File: src/rtl/clf_pkg.sv
// Package: default geometry of the bank cluster finder.
// Assumes: all modules derive their widths from these values.
package clf_pkg;
    localparam int BANK_COLS_DEF = 64;  // columns scanned per bank
    localparam int MAX_STATES_DEF = 6;  // state budget per row
    localparam int RUN_MAX_DEF = 4;     // widest state in pixels
endpackage

File: src/rtl/clf_extract.sv
// Module: clf_extract
// Finds the lowest-column hit in a mask, measures the run starting there
// (capped at RUN_MAX pixels), and returns the mask with that run removed.
// Assumes: purely combinational; RUN_MAX >= 2 and a power of two.
module clf_extract #(
    parameter int NCOL = clf_pkg::BANK_COLS_DEF,
    parameter int RUN_MAX = clf_pkg::RUN_MAX_DEF,
    localparam int AW = $clog2(NCOL),
    localparam int LW = $clog2(RUN_MAX),
    localparam int RW = $clog2(RUN_MAX + 1)
) (
    input  logic [NCOL-1:0] mask_i,
    output logic            found_o,
    output logic [AW-1:0]   addr_o,
    output logic [LW-1:0]   code_o,
    output logic [NCOL-1:0] mask_o
);
    logic [AW-1:0]   first_col;
    logic            any_hit;
    logic [NCOL-1:0] aligned;
    logic [RW-1:0]   run_len;
    logic            still_run;
    logic [NCOL-1:0] claim;

    // Priority search: the lowest set column wins.
    always_comb begin
        any_hit = 1'b0;
        first_col = '0;
        for (int i = NCOL - 1; i >= 0; i--) begin
            if (mask_i[i]) begin
                any_hit = 1'b1;
                first_col = AW'(i);
            end
        end
    end

    // Measure the run from the first column, stopping at RUN_MAX pixels.
    always_comb begin
        aligned = mask_i >> first_col;
        run_len = RW'(1);
        still_run = 1'b1;
        for (int k = 1; k < RUN_MAX; k++) begin
            still_run = still_run & aligned[k];
            if (still_run) begin
                run_len = run_len + RW'(1);
            end
        end
    end

    // Remove the claimed columns and present the state fields.
    always_comb begin
        claim = ((NCOL'(1) << run_len) - NCOL'(1)) << first_col;
        found_o = any_hit;
        addr_o = any_hit ? first_col : '0;
        code_o = any_hit ? LW'(run_len - RW'(1)) : '0;
        mask_o = any_hit ? (mask_i & ~claim) : mask_i;
    end
endmodule

File: src/rtl/clf_stage.sv
// Module: clf_stage
// One pipeline stage: it claims the next state from the remaining mask, writes
// it into list slot SLOT, and passes the rest of the list and mask forward.
// Assumes: earlier slots are already filled in column order; slots at and
// above SLOT arrive zero.
module clf_stage #(
    parameter int NCOL = clf_pkg::BANK_COLS_DEF,
    parameter int NSTATE = clf_pkg::MAX_STATES_DEF,
    parameter int RUN_MAX = clf_pkg::RUN_MAX_DEF,
    parameter int SLOT = 0,
    localparam int AW = $clog2(NCOL),
    localparam int LW = $clog2(RUN_MAX),
    localparam int CW = $clog2(NSTATE + 1)
) (
    input  logic                 clk,
    input  logic                 rst_n,
    input  logic                 valid_i,
    input  logic [NCOL-1:0]      mask_i,
    input  logic [CW-1:0]        cnt_i,
    input  logic [NSTATE*AW-1:0] addr_i,
    input  logic [NSTATE*LW-1:0] code_i,
    output logic                 valid_o,
    output logic [NCOL-1:0]      mask_o,
    output logic [CW-1:0]        cnt_o,
    output logic [NSTATE*AW-1:0] addr_o,
    output logic [NSTATE*LW-1:0] code_o
);
    localparam int PREV = (SLOT > 0) ? SLOT - 1 : 0;

    logic            hit_found;
    logic [AW-1:0]   hit_addr;
    logic [LW-1:0]   hit_code;
    logic [NCOL-1:0] rest_mask;
    logic [NSTATE*AW-1:0] addr_nxt;
    logic [NSTATE*LW-1:0] code_nxt;

    clf_extract #(.NCOL(NCOL), .RUN_MAX(RUN_MAX)) u_find (
        .mask_i (mask_i),
        .found_o(hit_found),
        .addr_o (hit_addr),
        .code_o (hit_code),
        .mask_o (rest_mask)
    );

    // Insert this stage's state into its own slot.
    always_comb begin
        addr_nxt = addr_i;
        code_nxt = code_i;
        addr_nxt[SLOT*AW +: AW] = hit_addr;
        code_nxt[SLOT*LW +: LW] = hit_code;
    end

    // Register the stage result.
    always_ff @(posedge clk) begin
        if (!rst_n) begin
            valid_o <= 1'b0;
            mask_o  <= '0;
            cnt_o   <= '0;
            addr_o  <= '0;
            code_o  <= '0;
        end else begin
            valid_o <= valid_i;
            mask_o  <= rest_mask;
            cnt_o   <= cnt_i + CW'(hit_found);
            addr_o  <= addr_nxt;
            code_o  <= code_nxt;
        end
    end

    // Marks the cycles in which $past values come from out of reset.
    logic primed;
    always_ff @(posedge clk) begin
        if (!rst_n) primed <= 1'b0;
        else        primed <= 1'b1;
    end


    run_consume_chk: assert property (@(posedge clk) disable iff (!rst_n)
        (primed && valid_o && (cnt_o != $past(cnt_i))) |->
        ($countones(mask_o) + int'(code_o[SLOT*LW +: LW]) + 1 == $countones($past(mask_i))));


    empty_rest_chk: assert property (@(posedge clk) disable iff (!rst_n)
        (primed && valid_o && (cnt_o == $past(cnt_i))) |-> (mask_o == '0));

    generate
        if (SLOT > 0) begin : g_order

            col_order_chk: assert property (@(posedge clk) disable iff (!rst_n)
                (primed && valid_o && (int'(cnt_o) == SLOT + 1)) |->
                (int'(addr_o[SLOT*AW +: AW]) >
                 int'(addr_o[PREV*AW +: AW]) + int'(code_o[PREV*LW +: LW])));
        end
    endgenerate
endmodule

File: src/rtl/bank_cluster_finder.sv
// Module: bank_cluster_finder
// Turns one bank of discriminated pixel hits into at most NSTATE states
// (first column and width code), in increasing column order, with an
// overflow flag. It accepts one row per cycle and answers after NSTATE cycles.
// Assumes: row_hits is stable while row_valid is high on the sampling edge.
module bank_cluster_finder #(
    parameter int NCOL = clf_pkg::BANK_COLS_DEF,
    parameter int NSTATE = clf_pkg::MAX_STATES_DEF,
    parameter int RUN_MAX = clf_pkg::RUN_MAX_DEF,
    localparam int AW = $clog2(NCOL),
    localparam int LW = $clog2(RUN_MAX),
    localparam int CW = $clog2(NSTATE + 1)
) (
    input  logic                 clk,
    input  logic                 rst_n,
    input  logic                 row_valid,
    input  logic [NCOL-1:0]      row_hits,
    output logic                 done,
    output logic [CW-1:0]        state_cnt,
    output logic                 overflow,
    output logic [NSTATE*AW-1:0] state_addr,
    output logic [NSTATE*LW-1:0] state_len
);
    logic            cap_v;
    logic [NCOL-1:0] cap_m;

    logic                 st_v [NSTATE];
    logic [NCOL-1:0]      st_m [NSTATE];
    logic [CW-1:0]        st_c [NSTATE];
    logic [NSTATE*AW-1:0] st_a [NSTATE];
    logic [NSTATE*LW-1:0] st_l [NSTATE];

    // Capture a row; masked hits keep an invalid row from carrying data.
    always_ff @(posedge clk) begin
        if (!rst_n) begin
            cap_v <= 1'b0;
            cap_m <= '0;
        end else begin
            cap_v <= row_valid;
            cap_m <= row_valid ? row_hits : '0;
        end
    end

    generate
        for (genvar g = 0; g < NSTATE; g++) begin : g_stage
            if (g == 0) begin : g_head
                clf_stage #(.NCOL(NCOL), .NSTATE(NSTATE), .RUN_MAX(RUN_MAX), .SLOT(g)) u_stage (
                    .clk(clk), .rst_n(rst_n),
                    .valid_i(cap_v), .mask_i(cap_m), .cnt_i('0), .addr_i('0), .code_i('0),
                    .valid_o(st_v[g]), .mask_o(st_m[g]), .cnt_o(st_c[g]),
                    .addr_o(st_a[g]), .code_o(st_l[g])
                );
            end else begin : g_body
                clf_stage #(.NCOL(NCOL), .NSTATE(NSTATE), .RUN_MAX(RUN_MAX), .SLOT(g)) u_stage (
                    .clk(clk), .rst_n(rst_n),
                    .valid_i(st_v[g-1]), .mask_i(st_m[g-1]), .cnt_i(st_c[g-1]),
                    .addr_i(st_a[g-1]), .code_i(st_l[g-1]),
                    .valid_o(st_v[g]), .mask_o(st_m[g]), .cnt_o(st_c[g]),
                    .addr_o(st_a[g]), .code_o(st_l[g])
                );
            end
        end
    endgenerate

    // Present the last stage; leftover columns mean dropped clusters.
    always_comb begin
        done       = st_v[NSTATE-1];
        state_cnt  = st_c[NSTATE-1];
        overflow   = st_v[NSTATE-1] & (|st_m[NSTATE-1]);
        state_addr = st_a[NSTATE-1];
        state_len  = st_l[NSTATE-1];
    end


    cnt_bound_chk: assert property (@(posedge clk) disable iff (!rst_n)
        int'(state_cnt) <= NSTATE);


    overflow_full_chk: assert property (@(posedge clk) disable iff (!rst_n)
        overflow |-> (int'(state_cnt) == NSTATE));


    overflow_done_chk: assert property (@(posedge clk) disable iff (!rst_n)
        overflow |-> done);
endmodule

File: config.mk
export PLATFORM = sky130hd
export DESIGN_NAME = bank_cluster_finder
export DESIGN_NICKNAME = d
export VERILOG_FILES = /design/src/rtl/clf_pkg.sv /design/src/rtl/clf_extract.sv /design/src/rtl/clf_stage.sv /design/src/rtl/bank_cluster_finder.sv
export SDC_FILE = /design/constraint.sdc
export NUM_CORES = 2
export LEC_CHECK = 0
export ABC_AREA = 1
export ABC_CLOCK_PERIOD_IN_PS = 6600
export BUFFER_PORTS_ARGS = -buffer_cell sky130_fd_sc_hd__buf_2
export CORE_UTILIZATION = 25
export CTS_CLUSTER_SIZE = 10
export DETAILED_ROUTE_END_ITERATION = 6
export GPL_ROUTABILITY_DRIVEN = 0
export SLEW_MARGIN = 25
export SYNTH_ARGS = -nofsm -noshare
export SYNTH_HDL_FRONTEND = slang
export SYNTH_SLANG_ARGS = --single-unit
File: constraint.sdc
create_clock -name clk -period 6.6 [get_ports clk]
set_input_delay 0.66 -clock clk [delete_from_list [all_inputs] [get_ports clk]]
set_output_delay 0.66 -clock clk [all_outputs]
set_load 0.05 [all_outputs]
==> results.py <==
metrics = {
    "status": {
        "status": "finished, final reports clean",
    },
    "sta": {
        "setup_violations": 0,
        "slew_viol_final": 0,
        "finalCriticalPeriod_ns": 6.06,
        "fmax_mhz": 165,
        "max_slew_margin_pct": 32.5,
        "finalHoldViolations": 0,
        "fin_skew_ns": 0.0702,
        "fin_ws_ns": 0.539,
        "setup_tns_ns": 0,
        "rsz0062_at_grt": "true",
        "fin_crit_sh_pct": 91.8,
        "tightestPinTransition_ns": 1.01,
    },
    "worst_setup_path": {
        "slowest_delay_ns": 0.51,
        "rr_worst_depth": 59,
        "cpMostUsedCell": "nand2_1",
        "cp.arrival_ns": 6.57,
        "worstSetupStartpointType": "flop",
        "timing.critical_path.fanout_max": 15,
        "endpoint_kind": "flop",
        "critical_path.slowest_cell": "a211oi_1",
        "crit_required_ns": 7.11,
        "regToRegEndpoint": "g_stage[2].g_body.u_stage.mask_o[54]$_SDFF_PN0_",
        "path_buf_inv": 5,
        "r2r_setup_slack_ns": 0.54,
        "critPathKind": "flop to flop",
        "crit_family": "simple AND/OR/NAND/NOR gates",
        "reg2reg_from": "g_stage[1].g_body.u_stage.mask_o[62]$_SDFF_PN0_",
    },
    "detailed_routing": {
        "postRouteAntennaNets": 0,
        "first_pass_iters": 7,
        "route.vias.total": 48400,
        "wl_mm": 174,
        "drt_iter0_markers": 6949,
        "drcViolationCount": 0,
        "viasPerCell": 5.27,
        "wl_per_cell_microns": 18.9,
    },
    "power_and_ir_drop": {
        "p_per_area_mw_per_mm2": 241,
        "p_leak_nw": 23.0,
        "max-vdd-ir-drop_mv": 0.178,
        "power_mw": 11.4,
    },
    "yosys": {
        "yosysMostFrequentCell": "nand2_1",
        "synth_edf_count": 0,
        "synth.distinct_cells": 52,
        "ys_async_sr_fraction_pct": 0,
        "muxShareOfSynthArea_pct": 0.0246,
        "yosys-top-cells-count": "nand2_1, nand3_1, inv_1",
        "synthAdderAreaFrac_pct": 0.461,
        "synthFlopType": "dfxtp_1",
        "yosysWarnings": 0,
        "postSynthAreaPerCell_sq_um": 5.87,
        "synth_top_family_by_area": "simple AND/OR/NAND/NOR gates",
        "yosysTopAreaCell": "dfxtp_1",
        "synth-seq-cells": 638,
        "synth_xor_area_share_pct": 0.0645,
        "synth_compound_area_share_pct": 13.6,
        "ys_seq_area_share_pct": 31.4,
        "yosys.area_share.simple_pct": 42.1,
        "synthCells": 6943,
        "synth_area_sq_mm": 0.0407,
        "synthTopCellsByArea": "dfxtp_1, nand2_1, nand3_1",
        "yosysTopAreaCellShare_pct": 31.4,
    },
    "min_path": {
        "hp-class": "primary input to flop",
        "hold_depth": 3,
        "holdPathEnd": "cap_m[19]$_SDFF_PN0_",
        "hold_path_startpoint": "row_hits[19]",
    },
    "placement": {
        "dpl.cell_count": 9021,
        "io_buffers": 119,
        "pre_cts_slack_ns": 0.121,
        "dpl.hpwl_mm": 128,
        "placed_area_sq_mm": 0.0436,
    },
    "clock_tree": {
        "clockBufferDepth": 3,
        "clk_pin_slew_worst_paths_ns": 0.05,
        "cts_tree": "built",
        "ctsHoldBuffers": 0,
        "htreeDepth": 3,
        "clk_latency_ns": 0.71,
        "numCtsBuffers": 83,
        "root_buffer": "clkbuf_16",
        "cts_sinks": 638,
    },
    "grt": {
        "grtUsageMet1_pct": 26.1,
        "grt_pass1_vias": 44100,
        "met3_usage_pct": 4.32,
        "antenna_found_initial": 2,
        "grt_max_degree": 150,
        "met2_usage_pct": 30.4,
        "busiest_layer": "met2",
        "grt_pass1_wl_mm": 262,
        "grt_overflow_total": 0,
        "track_usage_pct": 20.2,
    },
    "cells_and_area": {
        "design_area_sq_mm": 0.0472,
        "syn_to_final_growth_pct": 15.8,
        "nFillCells": 18100,
        "n_antenna_cell": 0,
        "fin_nets": 7069,
        "instances_no_fill": 9185,
        "drive_gt1_share_pct": 8.80,
    },
    "floorplan": {
        "ios": 120,
        "dieArea_sq_mm": 0.165,
        "num_rows": 147,
        "die_height_microns": 406,
        "core_sq_mm": 0.161,
        "initial_core_util_pct": 25.3,
        "fp.dieW_microns": 406,
    },
    "run": {
        "drv_cap": 0,
    },
}
metal layers:
metal  wire [microns]  vias to the layer above
met5               31                        -
met4            12300                        4
met3            19400                      708
met2            73300                     3318
met1            69000                    21800
li1                 -                    22500
power by group:
group	internal (mW)	switching, mW
clock network	2.56	1.77
registers	3.95	0.107
logic	0.897	2.08
total	7.41	3.96
what timing repair did:
| action | in CTS | in global routing |
|---|---|---|
| endpoints found under the setup margin | 0 | 311 |
| buffers inserted | 0 | 34 |
| gates resized for setup | 0 | 176 |
cell families after synthesis:
| group | after synthesis |
|---|---|
| adders and majority gates | 15 |
| muxes | 1 |
| buffers and inverters | 1271 |
| other | 2 |
| and+or+nand+nor | 4044 |
| xor gates and xnor gates | 3 |
| AOI/OAI and AO/OA | 969 |
| DFF | 638 |
how the worst max path moves through the flow:
stage,from,endpoint,depth (start not counted),slack [ns]
2_1_floorplan,g_stage[4].g_body.u_stage.mask_o[63]$_SDFF_PN0_,g_stage[5].g_body.u_stage.mask_o[10]$_SDFF_PN0_,74,1.87
3_3_place_gp,g_stage[3].g_body.u_stage.mask_o[63]$_SDFF_PN0_,g_stage[4].g_body.u_stage.mask_o[2]$_SDFF_PN0_,75,0.07
3_5_place_dp,g_stage[3].g_body.u_stage.mask_o[63]$_SDFF_PN0_,g_stage[4].g_body.u_stage.mask_o[2]$_SDFF_PN0_,75,0.12
4_1_cts,g_stage[3].g_body.u_stage.mask_o[62]$_SDFF_PN0_,g_stage[4].g_body.u_stage.mask_o[2]$_SDFF_PN0_,76,0.12
5_1_grt,g_stage[3].g_body.u_stage.mask_o[63]$_SDFF_PN0_,g_stage[4].g_body.u_stage.mask_o[19]$_SDFF_PN0_,77,-0.06
6_report,g_stage[1].g_body.u_stage.mask_o[62]$_SDFF_PN0_,g_stage[2].g_body.u_stage.mask_o[54]$_SDFF_PN0_,59,0.54
worst register-to-register path: cells and delay by family (launching register included):
family / cells / cell delay (ns)
AOI/OAI and AO/OA: 12 / 1.87
buffers and inverters: 5 / 0.75
and+or+nand+nor: 42 / 2.75
DFF: 1 / 0.50
flip-flops by register name (all words and copies together), names as in the netlist:
signal / flops
cap_v: 1
g_stage.g_body.u_stage.valid_o: 5
g_stage.g_body.u_stage.cnt_o: 14
g_stage.g_head.u_stage.valid_o: 1
g_stage.g_body.u_stage.addr_o: 120
g_stage.g_head.u_stage.addr_o: 6
g_stage.g_head.u_stage.mask_o: 64
cap_m: 64
g_stage.g_head.u_stage.cnt_o: 1
g_stage.g_body.u_stage.code_o: 40
g_stage.g_head.u_stage.code_o: 2
g_stage.g_body.u_stage.mask_o: 320
cell usage in the layout, fill, tap and decap left out, types with 12 or more instances in the layout:
| master | netlist | routed |
|---|---|---|
| nand2_1 | 2089 | 2049 |
| nand3_1 | 1009 | 985 |
| inv_1 | 888 | 880 |
| dfxtp_1 | 638 | 627 |
| nor2_1 | 636 | 626 |
| o21ai_0 | 336 | 328 |
| a21oi_1 | 308 | 284 |
| buf_4 | 6 | 138 |
| buf_2 | 81 | 118 |
| nor3_1 | 118 | 115 |
| nand4_1 | 95 | 95 |
| clkbuf_16 | 0 | 87 |
| o211ai_1 | 73 | 73 |
| o21ai_1 | 71 | 72 |
| nand2_2 | 15 | 47 |
| nor4_1 | 41 | 41 |
| a31oi_1 | 32 | 32 |
| o221ai_1 | 31 | 31 |
| nand3_2 | 7 | 30 |
| a21oi_2 | 3 | 26 |
| conb_1 | 2 | 24 |
| o2111ai_1 | 22 | 22 |
| inv_2 | 18 | 21 |
| a211oi_1 | 20 | 15 |
| ha_1 | 15 | 15 |
| clkinv_2 | 0 | 14 |
| clkinv_1 | 15 | 13 |
| or2_2 | 13 | 13 |
| nor2_2 | 7 | 12 |
| o21bai_1 | 12 | 12 |
| o22ai_1 | 12 | 12 |
cell type report:
type	count	area [sq um]	area share, %
Sequential cell	638	12800	27.1
Clock inverter	28	360	0.764
Timing Repair Buffer	284	2080	4.42
Tap cell	2160	2700	5.73
Clock buffer	95	2190	4.64
Inverter	921	3480	7.37
Multi-Input combinational cell	5059	23600	50.0
through the flow:
stage,utilization [%],hold WS (ns)
CTS,28.7,0.129
detailed placement,27.1,0.397
global route,29.3,0.153
floorplan,-,0.390
finish,29.3,0.176
global placement,27.1,0.399
Note: power is estimated with default switching activity, not from simulation.
